## config.mk

```make
export PLATFORM = sky130hd
export DESIGN_NAME = hdlc_rx_deframer
export DESIGN_NICKNAME = d
export VERILOG_FILES = /design/src/rtl/hdlc_rx_pkg.sv /design/src/rtl/hdlc_rx_linecode.sv /design/src/rtl/hdlc_rx_guard.sv /design/src/rtl/hdlc_rx_bytepack.sv /design/src/rtl/hdlc_rx_deframer.sv
export SDC_FILE = /design/constraint.sdc
export NUM_CORES = 1
export LEC_CHECK = 0
export BUFFER_PORTS_ARGS = -buffer_cell sky130_fd_sc_hd__buf_2
export CAP_MARGIN = 0
export CORE_MARGIN = 2
export CORE_UTILIZATION = 45
export CTS_BUF_LIST = sky130_fd_sc_hd__clkbuf_4 sky130_fd_sc_hd__clkbuf_8 sky130_fd_sc_hd__clkbuf_16
export DETAILED_ROUTE_END_ITERATION = 10
export RECOVER_POWER = 100
export SLEW_MARGIN = 20
export SYNTH_ARGS = -nofsm -noshare
export SYNTH_HDL_FRONTEND = slang
export SYNTH_SLANG_ARGS = --single-unit
```

## constraint.sdc

```tcl
create_clock -name clk -period 2.7 [get_ports clk]
set_input_delay 0.54 -clock clk [delete_from_list [all_inputs] [get_ports clk]]
set_output_delay 0.54 -clock clk [all_outputs]
set_load 0.1 [all_outputs]
```

## src/rtl/hdlc_rx_pkg.sv

```systemverilog
package hdlc_rx_pkg;

  localparam int BYTE_W = 8;
  localparam int CRC_W  = 16;

  typedef logic [BYTE_W-1:0] byte_t;
  typedef logic [CRC_W-1:0]  crc_t;

  typedef enum logic [1:0] {
    END_GOOD  = 2'd0,
    END_BAD   = 2'd1,
    END_ABORT = 2'd2,
    END_SHORT = 2'd3
  } end_status_e;

  // One LSB-first step of a reflected CRC register.
  function automatic crc_t crc_step(input crc_t cur, input logic din, input crc_t poly_rev);
    logic fb;
    crc_t nxt;
    fb  = cur[0] ^ din;
    nxt = cur >> 1;
    if (fb) nxt = nxt ^ poly_rev;
    return nxt;
  endfunction

  // Address acceptance: broadcast, or match on upper seven (or six) bits.
  function automatic logic addr_accept(input byte_t rx, input byte_t stored,
                                       input logic en, input logic six);
    byte_t keep;
    keep = six ? byte_t'(8'hFC) : byte_t'(8'hFE);
    return !en || (&rx) || ((rx & keep) == (stored & keep));
  endfunction

  // Closing-flag status, short frames taking precedence.
  function automatic end_status_e close_status(input logic long_enough, input logic partial,
                                               input logic crc_ok);
    if (!long_enough)        return END_SHORT;
    if (partial || !crc_ok)  return END_BAD;
    return END_GOOD;
  endfunction

endpackage

```

## src/rtl/hdlc_rx_linecode.sv

```systemverilog
module hdlc_rx_linecode #(
  parameter int STUFF_RUN = 5
) (
  input  logic clk,
  input  logic rst_n,
  input  logic bit_valid,
  input  logic bit_in,
  output logic ev_push,
  output logic ev_stuff,
  output logic ev_flag,
  output logic ev_abort
);
  localparam int FLAG_RUN  = STUFF_RUN + 1;
  localparam int ABORT_RUN = STUFF_RUN + 2;
  localparam int RUN_W     = $clog2(ABORT_RUN + 1);

  logic [RUN_W-1:0] run_q;

  always_comb begin
    ev_push  = 1'b0;
    ev_stuff = 1'b0;
    ev_flag  = 1'b0;
    ev_abort = 1'b0;
    if (bit_valid) begin
      if (bit_in) begin
        if (run_q < RUN_W'(STUFF_RUN))       ev_push  = 1'b1;
        else if (run_q == RUN_W'(FLAG_RUN))  ev_abort = 1'b1;
      end else begin
        if (run_q == RUN_W'(FLAG_RUN))       ev_flag  = 1'b1;
        else if (run_q == RUN_W'(STUFF_RUN)) ev_stuff = 1'b1;
        else if (run_q < RUN_W'(STUFF_RUN))  ev_push  = 1'b1;
      end
    end
  end

  always_ff @(posedge clk) begin
    if (!rst_n) begin
      run_q <= '0;
    end else if (bit_valid) begin
      if (!bit_in)                              run_q <= '0;
      else if (run_q != RUN_W'(ABORT_RUN))      run_q <= run_q + 1'b1;
    end
  end
endmodule

```

## src/rtl/hdlc_rx_guard.sv

```systemverilog
// Holds the newest DEPTH destuffed bits so the head of a closing flag
// never reaches the byte packer.
module hdlc_rx_guard #(
  parameter int DEPTH = 6
) (
  input  logic clk,
  input  logic rst_n,
  input  logic clear,
  input  logic in_vld,
  input  logic in_bit,
  output logic out_vld,
  output logic out_bit
);
  localparam int CW = $clog2(DEPTH + 1);

  logic [DEPTH-1:0] line_q;
  logic [CW-1:0]    fill_q;
  logic             full;

  assign full    = (fill_q == CW'(DEPTH));
  assign out_vld = in_vld && full;
  assign out_bit = line_q[DEPTH-1];

  always_ff @(posedge clk) begin
    if (!rst_n) begin
      line_q <= '0;
      fill_q <= '0;
    end else if (clear) begin
      fill_q <= '0;
    end else if (in_vld) begin
      line_q <= {line_q[DEPTH-2:0], in_bit};
      if (!full) fill_q <= fill_q + 1'b1;
    end
  end
endmodule

```

## src/rtl/hdlc_rx_bytepack.sv

```systemverilog
module hdlc_rx_bytepack
  import hdlc_rx_pkg::*;
#(
  parameter crc_t POLY_REV = 16'h8408,
  parameter crc_t INIT     = 16'hFFFF
) (
  input  logic  clk,
  input  logic  rst_n,
  input  logic  clear,
  input  logic  in_vld,
  input  logic  in_bit,
  output logic  byte_done,
  output byte_t byte_val,
  output logic  partial,
  output crc_t  crc_q
);
  localparam int CNT_W = $clog2(BYTE_W);

  byte_t             shift_q;
  logic [CNT_W-1:0]  cnt_q;

  assign byte_val  = {in_bit, shift_q[BYTE_W-1:1]};
  assign byte_done = in_vld && (cnt_q == CNT_W'(BYTE_W - 1));
  assign partial   = (cnt_q != '0);

  always_ff @(posedge clk) begin
    if (!rst_n) begin
      shift_q <= '0;
      cnt_q   <= '0;
      crc_q   <= INIT;
    end else if (clear) begin
      cnt_q   <= '0;
      crc_q   <= INIT;
    end else if (in_vld) begin
      shift_q <= byte_val;
      cnt_q   <= byte_done ? '0 : cnt_q + 1'b1;
      crc_q   <= crc_step(crc_q, in_bit, POLY_REV);
    end
  end
endmodule

```

## src/rtl/hdlc_rx_deframer.sv

```systemverilog
module hdlc_rx_deframer
  import hdlc_rx_pkg::*;
#(
  parameter int   FCS_BYTES    = 2,
  parameter int   MIN_BYTES    = 4,
  parameter int   STUFF_RUN    = 5,
  parameter crc_t CRC_POLY_REV = 16'h8408,
  parameter crc_t CRC_INIT     = 16'hFFFF,
  parameter crc_t CRC_RESIDUE  = 16'hF0B8
) (
  input  logic       clk,
  input  logic       rst_n,
  input  logic       bit_valid,
  input  logic       bit_in,
  input  logic       addr_filt_en,
  input  logic       addr_six_mode,
  input  logic [7:0] rx_addr,
  output logic       byte_valid,
  output logic [7:0] byte_data,
  output logic       byte_first,
  output logic       frame_end,
  output logic [1:0] frame_status,
  output logic       abort_seen,
  output logic       frame_abort
);
  localparam int NB_W        = $clog2(MIN_BYTES + 1);
  localparam int HELD_W      = $clog2(FCS_BYTES + 1);
  localparam int GUARD_DEPTH = STUFF_RUN + 1;

  // line events
  logic ev_push, ev_stuff, ev_flag, ev_abort;
  // guard / packer
  logic  g_vld, g_bit;
  logic  byte_done, partial;
  byte_t byte_val;
  crc_t  crc_q;
  // framing state
  logic              in_frame_q;
  logic [NB_W-1:0]   nbytes_q;
  logic [HELD_W-1:0] held_q;
  logic              accept_q;
  logic              sof_pend_q;
  byte_t             hold_q [FCS_BYTES];
  // decoded events
  logic        frame_reset, has_bytes, enough, addr_hit;
  logic        emit, close_rpt, abort_rpt, fa_evt;
  end_status_e close_st;

  hdlc_rx_linecode #(.STUFF_RUN(STUFF_RUN)) u_line (
    .clk(clk), .rst_n(rst_n), .bit_valid(bit_valid), .bit_in(bit_in),
    .ev_push(ev_push), .ev_stuff(ev_stuff), .ev_flag(ev_flag), .ev_abort(ev_abort)
  );

  assign frame_reset = ev_flag || ev_abort;

  hdlc_rx_guard #(.DEPTH(GUARD_DEPTH)) u_guard (
    .clk(clk), .rst_n(rst_n), .clear(frame_reset),
    .in_vld(ev_push && in_frame_q), .in_bit(bit_in),
    .out_vld(g_vld), .out_bit(g_bit)
  );

  hdlc_rx_bytepack #(.POLY_REV(CRC_POLY_REV), .INIT(CRC_INIT)) u_pack (
    .clk(clk), .rst_n(rst_n), .clear(frame_reset),
    .in_vld(g_vld), .in_bit(g_bit),
    .byte_done(byte_done), .byte_val(byte_val), .partial(partial), .crc_q(crc_q)
  );

  assign has_bytes = (nbytes_q != '0);
  assign enough    = (nbytes_q >= NB_W'(MIN_BYTES));
  assign addr_hit  = addr_accept(byte_val, rx_addr, addr_filt_en, addr_six_mode);
  assign emit      = byte_done && (held_q == HELD_W'(FCS_BYTES)) && accept_q;
  assign close_rpt = ev_flag && in_frame_q && has_bytes && accept_q;
  assign abort_rpt = ev_abort && in_frame_q && has_bytes && accept_q;
  assign fa_evt    = ev_abort && in_frame_q && enough;
  assign close_st  = close_status(enough, partial, crc_q == CRC_RESIDUE);

  // outputs
  always_ff @(posedge clk) begin
    if (!rst_n) begin
      byte_valid   <= 1'b0;
      byte_data    <= '0;
      byte_first   <= 1'b0;
      frame_end    <= 1'b0;
      frame_status <= '0;
      abort_seen   <= 1'b0;
      frame_abort  <= 1'b0;
    end else begin
      byte_valid  <= emit;
      byte_first  <= emit && sof_pend_q;
      if (emit) byte_data <= hold_q[FCS_BYTES-1];
      frame_end   <= close_rpt || abort_rpt;
      if (abort_rpt)      frame_status <= END_ABORT;
      else if (close_rpt) frame_status <= close_st;
      abort_seen  <= ev_abort;
      frame_abort <= fa_evt;
    end
  end

  // frame bookkeeping
  always_ff @(posedge clk) begin
    if (!rst_n) begin
      in_frame_q <= 1'b0;
      nbytes_q   <= '0;
      held_q     <= '0;
      accept_q   <= 1'b0;
      sof_pend_q <= 1'b0;
      for (int i = 0; i < FCS_BYTES; i++) hold_q[i] <= '0;
    end else if (frame_reset) begin
      in_frame_q <= ev_flag;
      nbytes_q   <= '0;
      held_q     <= '0;
      accept_q   <= 1'b0;
      sof_pend_q <= 1'b1;
    end else if (byte_done) begin
      if (!enough)                           nbytes_q <= nbytes_q + 1'b1;
      if (held_q != HELD_W'(FCS_BYTES))      held_q   <= held_q + 1'b1;
      if (!has_bytes)                        accept_q <= addr_hit;
      if (emit)                              sof_pend_q <= 1'b0;
      hold_q[0] <= byte_val;
      for (int i = 1; i < FCS_BYTES; i++) hold_q[i] <= hold_q[i-1];
    end
  end
endmodule

```

-- Word level (Yosys, flattened, before mapping)
Memory sizes are Yosys's and may differ from the RTL's. A register that Yosys moved wholly into a read port is not among the register bits.
Cells that the tools add are included.
- memory bits (writable): 16
- bits in read-only memories: 0
- output and inout port bits: 15
- memories kept: 1
- latch bits: 0
- register bits: 54
- shift-type cells: 0
- eq/ne operators: 10
- reduce and logical (&&, ||, !) cells: 37
- $mul: 0
- bitwise gates (word level): 11
- order comparisons: 2
- add/subtract/negate cells: 5
- divide/modulo/power cells: 0
- muxes and demuxes: 34
- memories (memory ; depth ; bits a word ; rd ports ; clocked after memory_dff ; wr ports ; line ; RTL):
    hold_q ; 2 ; 8 ; 2 ; 1 ; 2 ; hdlc_rx_deframer.sv:43 ; byte_t hold_q [FCS_BYTES];
- operators with widths (cell ; count):
    $mux 1 ; 21
    $and 8x8->8 ; 2
    $eq 16x16->1 const B ; 1
    $mux 16 ; 1
    $mux 8 ; 2
    $reduce_and 2->1 ; 8
    $mux 2 ; 7
    $logic_and 1x1->1 ; 13
    $add 3x1->3 const B ; 4
    $eq 3x3->1 const B ; 4
    $mux 3 ; 3
    $eq 8x8->1 ; 1
    $reduce_and 8->1 ; 1
    $reduce_bool 2->1 ; 3
    $reduce_bool 3->1 ; 2
    $logic_or 1x1->1 ; 5
    $not 1->1 ; 5
    $reduce_or 2->1 ; 2
    $ge 3x3->1 const B ; 1
    $logic_not 1->1 ; 3
    $lt 3x3->1 const B ; 1
    $ne 3x3->1 const B ; 1
    $not 2->3 ; 1
    $add 2x1->2 const B ; 1
    5 further kinds ; 6

-- Logic depth before layout (Yosys ltp)
Gate-level depths: netlist (run 1).
- depth in word-level cells: 14
- depth in mapped cells: 8

-- By module
From an unflattened synthesis (run 1), not the netlist that was laid out.
- cell total of the unflattened synthesis: 326
- area, all modules: 3319.4 sq um
- by module, submodules not included (module ; instances ; area each (sq um) ; cells each):
    hdlc_rx_deframer ; 1 ; 1630.3 ; 154
    hdlc_rx_bytepack ; 1 ; 1046.0 ; 99
    hdlc_rx_guard ; 1 ; 392.9 ; 42
    hdlc_rx_linecode ; 1 ; 250.2 ; 31

-- Least setup slack after synthesis (run 1)
OpenSTA, ideal clock, no wires.
- kind: flip-flop to flip-flop
- start: register u_line.run_q[0]
- end: memory hold_q[0][0] (netlist name), enable pin
- setup time: 372 ps
- stages on the path, launching flop included: 7
- data required time: 2328 ps
- path slack: 609 ps
- period minus slack after synthesis: 2091 ps
- path buffers: 1
- data arrival time: 1719 ps
- cell sequence: dfxtp_1 -> inv_1 -> ha_1 -> nor2_1 -> o2111ai_4 -> clkbuf_1 -> nand2_1
- RTL lines (what ; line ; RTL):
    start, declared ; hdlc_rx_linecode.sv:17 ; logic [RUN_W-1:0] run_q;
    start signal, assigned ; hdlc_rx_linecode.sv:41 ; else if (run_q != RUN_W'(ABORT_RUN)) run_q <= run_q + 1'b1;
    end, declared ; hdlc_rx_deframer.sv:43 ;

-- Final worst setup path (run 1)
- start: register u_line.run_q[0]
- end: register u_pack.cnt_q[0]
- cells in the longest elaborated chain, start to end: 10
- elaborated cells between the ends (all ways): 20
- classes of those cells: order compare (1); eq/ne (2); mux (12); reduce/logical (5)
- RTL lines (what ; line ; RTL):
    $lt 3x3->1 ; hdlc_rx_linecode.sv:26, hdlc_rx_linecode.sv:31 ;
    $mux 1 ; hdlc_rx_linecode.sv:26, hdlc_rx_linecode.sv:31 ;
    $mux 1 ; hdlc_rx_linecode.sv:30 ; else if (run_q == RUN_W'(STUFF_RUN)) ev_stuff = 1'b1;
    $mux 1 ; hdlc_rx_linecode.sv:29 ; if (run_q == RUN_W'(FLAG_RUN)) ev_flag = 1'b1;
    $mux 1 ; hdlc_rx_linecode.sv:25 ; if (bit_in) begin
    $mux 1 ; hdlc_rx_linecode.sv:24 ; if (bit_valid) begin
    $logic_and 1x1->1 ; hdlc_rx_deframer.sv:58 ; .in_vld(ev_push && in_frame_q), .in_bit(bit_in),
    $logic_and 1x1->1 ; hdlc_rx_guard.sv:21 ; assign out_vld = in_vld && full;
    $logic_and 1x1->1 ; hdlc_rx_bytepack.sv:23 ; assign byte_done = in_vld && (cnt_q == CNT_W'(BYTE_W - 1));
    $mux 3 ; hdlc_rx_bytepack.sv:36 ; cnt_q <= byte_done ? '0 : cnt_q + 1'b1;
    end signal, assigned ; hdlc_rx_bytepack.sv:36 ;
    end, declared ; hdlc_rx_bytepack.sv:20 ; logic [CNT_W-1:0] cnt_q;
Parallel ways exist; a longest one is shown, timed or not.
A chain may end at the register's enable or synchronous reset.

==> flow_summary.ini, run 1 <==
[routing]
drcViolationCount = 0
firstDrtPassIters = 4
drt-total-wl_um = 6450
num_vias = 2488
viasPerCell = 5.06
drtIter0Drc = 45
wl_per_cell_um = 13.1
detail-route-antenna-nets = 0

[floorplanning]
die_x_um = 91.5
initial_core_util = 0.470
fp.dieH_um = 91.5
rows = 31
pin_count = 29
core_um2 = 7330
dieArea_um2 = 8380

[sta]
min_period_ns = 2.32
finalHoldWorstSlack_ns = 0.459
worstMarginPinSlew_ns = 1.18
fmaxAchievable_mhz = 430
drv_slew = 0
slew_headroom = 0.218
setup_viol = 0
finalHoldViolCount = 0
rsz0062_at_grt = false
period_share = 0.861
fin_tns_setup_ns = 0
skew_ns = 0.00787

[yosys]
synthArstFlopShare = 0
synth.top_cell.area_share = 0.354
synthesis.area_um2 = 3450
synth_seq_cells = 77
syn_inst = 357
ys_warn_count = 0
synthFlopType = dfxtp_1
synth_area_per_cell_um2 = 9.66
synth_top_cell_by_area = dfxtp_1
synthesis.nets = 383
synth_area_leaders = dfxtp_1, edfxtp_1, nand2_1, ha_1, nand3_1
ys_types = 53
ys_seq_area_frac = 0.493
synth_edf_count = 16

[status]
status = finished clean

[worst_setup_path]
critical_path.endpoint_type = flip-flop
max_stage_delay_ns = 0.50
crit_slowest_cell = dfxtp_1
start_kind = flip-flop
path_delay_family = simple AND/OR/NAND/NOR gates
worstSetupStartpoint = u_line.run_q[0]$_SDFFE_PN0P_
crit_type = flip-flop to flip-flop
timing.critical_path.buf_inv = 2
crit_required_ns = 2.98
crit_chain = inv_1 -> ha_1 -> or2_0 -> a211oi_4 -> clkbuf_2 -> nand3_1 -> a21oi_1
r2r_start = u_line.run_q[0]$_SDFFE_PN0P_
critPathMaxFanout = 24
cp.arrival_ns = 2.60

[power_and_ir_drop]
irDropWorstVdd_mv = 0.251
powerDensity_nw_per_um2 = 553
p_leak_nw = 1.40

[global_routing]
overflow = 0
grt_use_total = 0.168
grt_pass1_vias = 2391
grt_max_degree = 29
grt_pass1_wl_um = 11100
antenna_found_initial = 0

[cts]
root_buffer = clkbuf_8
clk_pin_slew_worst_paths_ns = 0.08
clockBufferDepth = 2
cts_resized = 0
insertion_delay_ns = 0.35
cts.sinks = 77
cts_hold_buffers = 0
cts_tree = yes
post_cts_buffers = 0
htreeDepth = 3
numCtsBuffers = 9

[placement]
portBuffers = 27
hpwl_um = 4410
gp_congestion = 0.740

[worst_hold_path]
hp-start = u_guard.line_q[4]$_SDFFE_PN0P_
min_path_type = flip-flop to flip-flop

[final_layout]
layout_commonest_cell = nand2_1
diodes = 0
syn_to_final_growth_pct = 10.7
final_cell_mix = nand2_1, dfxtp_1, nand3_1, a21boi_0, clkbuf_1
fin_nets = 414
drive_gt1_frac = 0.115

[flow_run]
cap_violations = 0
## worst paths after layout
check                                                       to  slack (ns)  depth (start not counted)
worst max-delay path              u_pack.cnt_q[0]$_SDFFE_PP0P_        0.38                          7
worst min-delay path            u_guard.line_q[5]$_SDFFE_PN0P_        0.46                          2
worst max register to register    u_pack.cnt_q[0]$_SDFFE_PP0P_        0.38                          7
worst min register to register  u_guard.line_q[5]$_SDFFE_PN0P_        0.46                          2
## layout make-up
| type | count | area [µm²] |
|---|---|---|
| repair buffers | 36 | 174 |
| multi-input cells | 253 | 1580 |
| clock inverters | 6 | 62.6 |
| well taps | 99 | 124 |
| flip-flops and latches | 77 | 1700 |
| clock buffers | 10 | 131 |
| inverters | 11 | 41.3 |
| fillers | 699 | 3510 |
## flip-flops by register name (all words and copies together) (netlist names)
register	cells
frame_abort	1
u_pack.crc_q	16
byte_valid	1
byte_first	1
u_guard.fill_q	3
u_guard.line_q	6
frame_status	2
byte_data	8
in_frame_q	1
nbytes_q	3
u_line.run_q	3
sof_pend_q	1
abort_seen	1
held_q	2
hold_q	16
u_pack.cnt_q	3
accept_q	1
frame_end	1
u_pack.shift_q	7
## where the power goes
| group | total, mW | leakage (nW) | switching, mW | internal [mW] |
|---|---|---|---|---|
| registers | 1.19 | 0.644 | 0.00532 | 1.18 |
| logic | 0.0608 | 0.663 | 0.0369 | 0.0239 |
| clock network | 0.863 | 0.0937 | 0.428 | 0.436 |
| total | 2.11 | 1.40 | 0.470 | 1.64 |
## cell families (layout without fill, tap and decap cells)
logic type | count (synthesis) | after routing | synth area share
and+or+nand+nor | 157 | 157 | 0.237
adders and majority gates | 12 | 12 | 0.0435
muxes | 2 | 2 | 0.00581
DFF | 77 | 77 | 0.493
xor gates and xnor gates | 10 | 10 | 0.0254
AOI/OAI and AO/OA | 72 | 72 | 0.155
buffers and inverters | 27 | 63 | 0.0395
## metal layers
layer	wire length (µm)	up-vias	track usage
li1	-	1303	-
met1	3210	1149	0.220
met2	2940	28	0.260
met3	209	8	0.0456
met4	93	0	0.0720
met5	0	-	0
## tightest hold or removal path: cells and delay by family (launching register included)
kind,cells,cell delay [ns]
compound gates,1,0.06
flops,1,0.31
simple gates,1,0.05
## metrics by stage
stage	util	instance area (µm²)	worst slack, ns	power (mW)	instances
floorplan	-	3450	0.609	1.25	357
detailed placement	0.502	3680	0.525	1.28	476
global placement	0.502	3680	0.569	1.28	476
CTS	0.528	3870	0.507	2.14	492
finish	0.521	3820	0.376	2.11	492
global route	0.521	3820	0.176	2.20	492
## synthesized netlist by cell type, types with 2 or more instances
master     n
a211oi_1   2
a21boi_0  14
a21boi_1   8
a21oi_1   14
a311oi_1   2
and2_1    20
and3_1     4
buf_2      7
buf_4      3
buf_6      2
clkbuf_1   4
dfxtp_1   61
edfxtp_1  16
ha_1      12
inv_1     11
mux2i_1    2
nand2_1   71
nand2b_1   2
nand3_1   27
nand4_1    4
nor2_1     5
nor2b_1    5
nor3b_1    2
nor4_1     3
o211ai_1   3
o21ai_0   15
o21ai_1    2
or3_1      3
xnor2_1    5
xor2_1     5
No activity file was read; power rests on OpenSTA's default activity.
==> run 2, diff against run 1 <==
BUFFER_PORTS_ARGS = -buffer_cell sky130_fd_sc_hd__buf_4   (was -buffer_cell sky130_fd_sc_hd__buf_2)
==> run 2 against run 1 <==
Die area unchanged. Fmax rose by 0.77%. First-iteration DRC count is 120% higher. Sequential share of layout area down 0.53 points. Critical endpoint is now u_guard.fill_q[2]$_SDFFE_PP0P_. Flip-flop and latch count is the same. Sequential power is essentially flat. Worst hold slack gained 0.010 ns. Global-route usage is 0.38 points higher. Total power is 5.8% higher. Cell area increased by 1.2%. Combinational power up 4.8%. Count of clock-buffer cells in the layout increased by 1.
==> flow_summary.ini, run 2 (synthesized netlist as in run 1, its figures left out) <==
[status]
status = finished clean

[routing]
viasPerCell = 5.14
detail-route-antenna-nets = 0
drt-total-wl_um = 6600
wl_per_cell_um = 13.5
num_vias = 2520
drcViolationCount = 0
drtIter0Drc = 101
firstDrtPassIters = 4

[floorplanning]
die_x_um = 91.5
pin_count = 29
fp.dieH_um = 91.5
core_um2 = 7330
dieArea_um2 = 8380
rows = 31
initial_core_util = 0.470

[worst_setup_path]
cp.arrival_ns = 2.57
timing.critical_path.buf_inv = 2
critical_path.endpoint_type = flip-flop
crit_slowest_cell = dfxtp_1
crit_chain = inv_1 -> ha_1 -> or2_0 -> a211oi_2 -> clkbuf_1 -> a21oi_1 -> a211oi_1
crit_required_ns = 2.96
max_stage_delay_ns = 0.48
start_kind = flip-flop
crit_type = flip-flop to flip-flop
critPathMaxFanout = 11
path_delay_family = compound AO/OA/AOI/OAI gates

[placement]
portBuffers = 27
hpwl_um = 4400
place_area_um2 = 3730
place_ws_ns = 0.501
gp_congestion = 0.747
place_inst = 474

[sta]
fin_tns_setup_ns = 0
worstMarginPinSlew_ns = 1.18
min_period_ns = 2.31
rsz0062_at_grt = false
fmaxAchievable_mhz = 434
period_share = 0.854
setup_ws_ns = 0.394
finalHoldViolCount = 0
setup_viol = 0
drv_slew = 0
slew_headroom = 0.216
skew_ns = 0.00914

[global_routing]
overflow = 0
grt_max_degree = 36
grt_pass1_wl_um = 11400
grt_use_total = 0.172
antenna_found_initial = 0
grt_pass1_vias = 2419

[final_layout]
largestRegisters = hold_q x16, u_pack.crc_q x16, byte_data x8
diodes = 0
fin_util = 0.527
layout_commonest_cell = nand2_1
drive_gt1_frac = 0.113
fin_nets = 412
final_cell_mix = nand2_1, dfxtp_1, nand3_1, a21boi_0, clkbuf_1
instances_no_fill = 490
finalInstanceArea_um2 = 3860
syn_to_final_growth_pct = 12.1

[cts]
cts_resized = 0
insertion_delay_ns = 0.35
cts.sinks = 77
numCtsBuffers = 9
clockBufferDepth = 2
cts_tree = yes
htreeDepth = 3
cts_hold_buffers = 0
clk_pin_slew_worst_paths_ns = 0.08
post_cts_buffers = 0
root_buffer = clkbuf_8

[power_and_ir_drop]
irDropWorstVdd_mv = 0.271
p_leak_nw = 1.42
powerDensity_nw_per_um2 = 579

[worst_hold_path]
min_path_type = flip-flop to flip-flop

[flow_run]
cap_violations = 0
run 2: changes by cell type in the layout (fill, tap and decap cells not counted), sizes merged:
| cell | change |
|---|---|
| inv | -1 |
| clkinvlp | -1 |
| clkbuf | +1 |
| bufinv | +1 |
| buf | -2 |
run 2: final cells by class:
cell class | count | area, µm²
well taps | 99 | 124
repair buffers | 34 | 189
clock buffers | 11 | 145
clock inverters | 5 | 85.1
multi-input cells | 253 | 1580
inverters | 11 | 41.3
fillers | 696 | 3470
flip-flops and latches | 77 | 1700
run 2: layer usage:
| layer | share of wire | vias up | global-route usage | wire length, µm |
|---|---|---|---|---|
| li1 | - | 1296 | - | - |
| met1 | 0.50 | 1190 | 0.221 | 3270 |
| met2 | 0.46 | 25 | 0.278 | 3030 |
| met3 | 0.026 | 9 | 0.0307 | 172 |
| met4 | 0.018 | 0 | 0.0821 | 120 |
| met5 | 0 | - | 0 | 0 |
run 2: per-stage QoR:
stage | hold slack [ns] | total power, mW
CTS | 0.468 | 2.27
global route | 0.492 | 2.32
finish | 0.470 | 2.24
global placement | 0.452 | 1.28
detailed placement | 0.456 | 1.28
floorplan | 0.440 | 1.25
run 2: report_power, final:
part	total (mW)	internal, mW	switching (mW)
clock	0.983	0.559	0.424
sequential	1.19	1.18	0.00552
combinational	0.0637	0.0270	0.0367
total	2.24	1.77	0.466
run 2: path summary, 6_finish.rpt:
check                            startpoint                              to  slack, ns  cells past startpoint
max            u_line.run_q[0]$_SDFFE_PN0P_  u_guard.fill_q[2]$_SDFFE_PP0P_       0.39                      7
min          u_guard.line_q[4]$_SDFFE_PN0P_  u_guard.line_q[5]$_SDFFE_PN0P_       0.47                      2
max reg2reg    u_line.run_q[0]$_SDFFE_PN0P_  u_guard.fill_q[2]$_SDFFE_PP0P_       0.39                      7
min reg2reg  u_guard.line_q[4]$_SDFFE_PN0P_  u_guard.line_q[5]$_SDFFE_PN0P_       0.47                      2
run 2: worst reg2reg max path, cell delays in order (launching register included):
cell	delay, ns
dfxtp_1	0.48
inv_1	0.08
ha_1	0.24
or2_0	0.39
a211oi_2	0.24
clkbuf_1	0.43
a21oi_1	0.14
a211oi_1	0.23
==> run 3, diff against run 2 <==
RECOVER_POWER = 50   (was 100)
==> run 3 against run 2 <==
Critical endpoint unchanged. Critical path depth did not move. Cell area is 0.19% higher. Worst hold slack hardly changed. Global-route usage stayed put. Sequential power about the same. Utilization increased by 0.10 points. Flip-flop and latch count unchanged. Highest routed layer unchanged. Final cell count stayed put. Count of clock-buffer cells in the layout stayed put. Fmax decreased by 0.12%.
==> flow_summary.ini, run 3 (synthesized netlist as in run 1, its figures left out) <==
[routing]
drcViolationCount = 0
drtIter0Drc = 85
wl_per_cell_um = 13.5
firstDrtPassIters = 4
num_vias = 2515
routed.top_layer = met4
drt-total-wl_um = 6620
detail-route-antenna-nets = 0
viasPerCell = 5.13
wl_met3_um = 185
met1Wirelength_um = 3290
wl_met2_um = 3020

[sta]
finalHoldViolCount = 0
fmaxAchievable_mhz = 433
worstMarginPinSlew_ns = 1.18
rsz0062_at_grt = false
slew_headroom = 0.216
min_period_ns = 2.31
fin_tns_setup_ns = 0
drv_slew = 0
skew_ns = 0.00941
setup_viol = 0
period_share = 0.855

[global_routing]
grt_pass1_vias = 2419
grt_max_degree = 36
overflow = 0
grt_use_total = 0.172
grt_pass1_wl_um = 11400
antenna_found_initial = 0

[worst_hold_path]
hp-start = u_guard.line_q[4]$_SDFFE_PN0P_
min_to = u_guard.line_q[5]$_SDFFE_PN0P_
hold_depth = 2
min_path_type = flip-flop to flip-flop

[cts]
insertion_delay_ns = 0.34
post_cts_buffers = 0
cts_resized = 0
cts_hold_buffers = 0
cts.sinks = 77
htreeDepth = 3
cts_tree = yes
clk_pin_slew_worst_paths_ns = 0.08
root_buffer = clkbuf_8
clockBufferDepth = 2
numCtsBuffers = 9

[final_layout]
final_cell_mix = nand2_1, dfxtp_1, nand3_1, and2_1
instances_no_fill = 490
fin_nets = 412
drive_gt1_frac = 0.113
diodes = 0
syn_to_final_growth_pct = 12.3
nFillCells = 694
seq_area_um2 = 1700
fin_util = 0.528
layout_commonest_cell = nand2_1
multi_input_area_um2 = 1580
largestRegisters = hold_q x16, u_pack.crc_q x16, byte_data x8

[power_and_ir_drop]
irDropWorstVdd_mv = 0.275
powerDensity_nw_per_um2 = 578
p_leak_nw = 1.43

[worst_setup_path]
r2r_cells = 7
r2r_start = u_line.run_q[0]$_SDFFE_PN0P_
critPathMaxFanout = 11
r2r_end = u_guard.fill_q[2]$_SDFFE_PP0P_
crit_type = flip-flop to flip-flop
critical_path.endpoint_type = flip-flop
start_kind = flip-flop
crit_required_ns = 2.96
cp.arrival_ns = 2.57
reg2reg_slack_ns = 0.39

[floorplanning]
pin_count = 29
rows = 31
die_x_um = 91.5
dieArea_um2 = 8380
core_um2 = 7330
fp.dieH_um = 91.5
initial_core_util = 0.470

[status]
status = finished clean

[flow_run]
cap_violations = 0

[placement]
place_inst = 474
portBuffers = 27
hpwl_um = 4400
gp_congestion = 0.747
run 3: cell count changes in the layout (fill, tap and decap cells not counted), sizes merged:
cell / previous run / this run
clkbuf: 29 / 28
buf: 16 / 17
run 3: metal layers:
metal	track usage	up-vias
li1	-	1295
met1	0.221	1182
met2	0.278	29
met3	0.0307	9
met4	0.0821	0
met5	0	-
run 3: worst max-delay path, stage by stage (launching register included):
cell	delay, ns
dfxtp_1	0.48
inv_1	0.08
ha_1	0.24
or2_0	0.39
a211oi_2	0.23
clkbuf_1	0.43
a21oi_1	0.14
a211oi_1	0.24
run 3: worst max path at each step:
stage / from / endpoint / slack [ns]
floorplan: u_line.run_q[0]$_SDFFE_PN0P_ / hold_q[0][0]$_SDFFCE_PN0P_ / 0.61
global placement: u_line.run_q[0]$_SDFFE_PN0P_ / byte_data[0]$_SDFFE_PN0P_ / 0.53
finish: u_line.run_q[0]$_SDFFE_PN0P_ / u_guard.fill_q[2]$_SDFFE_PP0P_ / 0.39
detailed placement: u_line.run_q[0]$_SDFFE_PN0P_ / byte_data[0]$_SDFFE_PN0P_ / 0.50
CTS: u_line.run_q[0]$_SDFFE_PN0P_ / byte_data[0]$_SDFFE_PN0P_ / 0.47
global route: u_line.run_q[0]$_SDFFE_PN0P_ / u_guard.fill_q[1]$_SDFFE_PP0P_ / 0.18
run 3: metrics by stage:
stage	instance area (µm²)	power [mW]	setup WS [ns]	hold WS, ns
after floorplan	3450	1.25	0.609	0.440
after global placement	3730	1.28	0.528	0.452
after detailed placement	3730	1.28	0.501	0.456
after CTS	3960	2.27	0.472	0.468
after global routing	3870	2.32	0.179	0.492
final	3870	2.24	0.391	0.470
run 3: final cells by class:
class	count	area share
tap	99	0.0320
timing repair buffer	34	0.0494
clock inverter	5	0.0220
multi-input combinational	253	0.409
clock buffer	11	0.0375
sequential	77	0.439
inverter	11	0.0107
run 3: power breakdown:
part / internal (mW) / switching [mW]
registers: 1.18 / 0.00548
clock network: 0.559 / 0.424
logic: 0.0272 / 0.0371
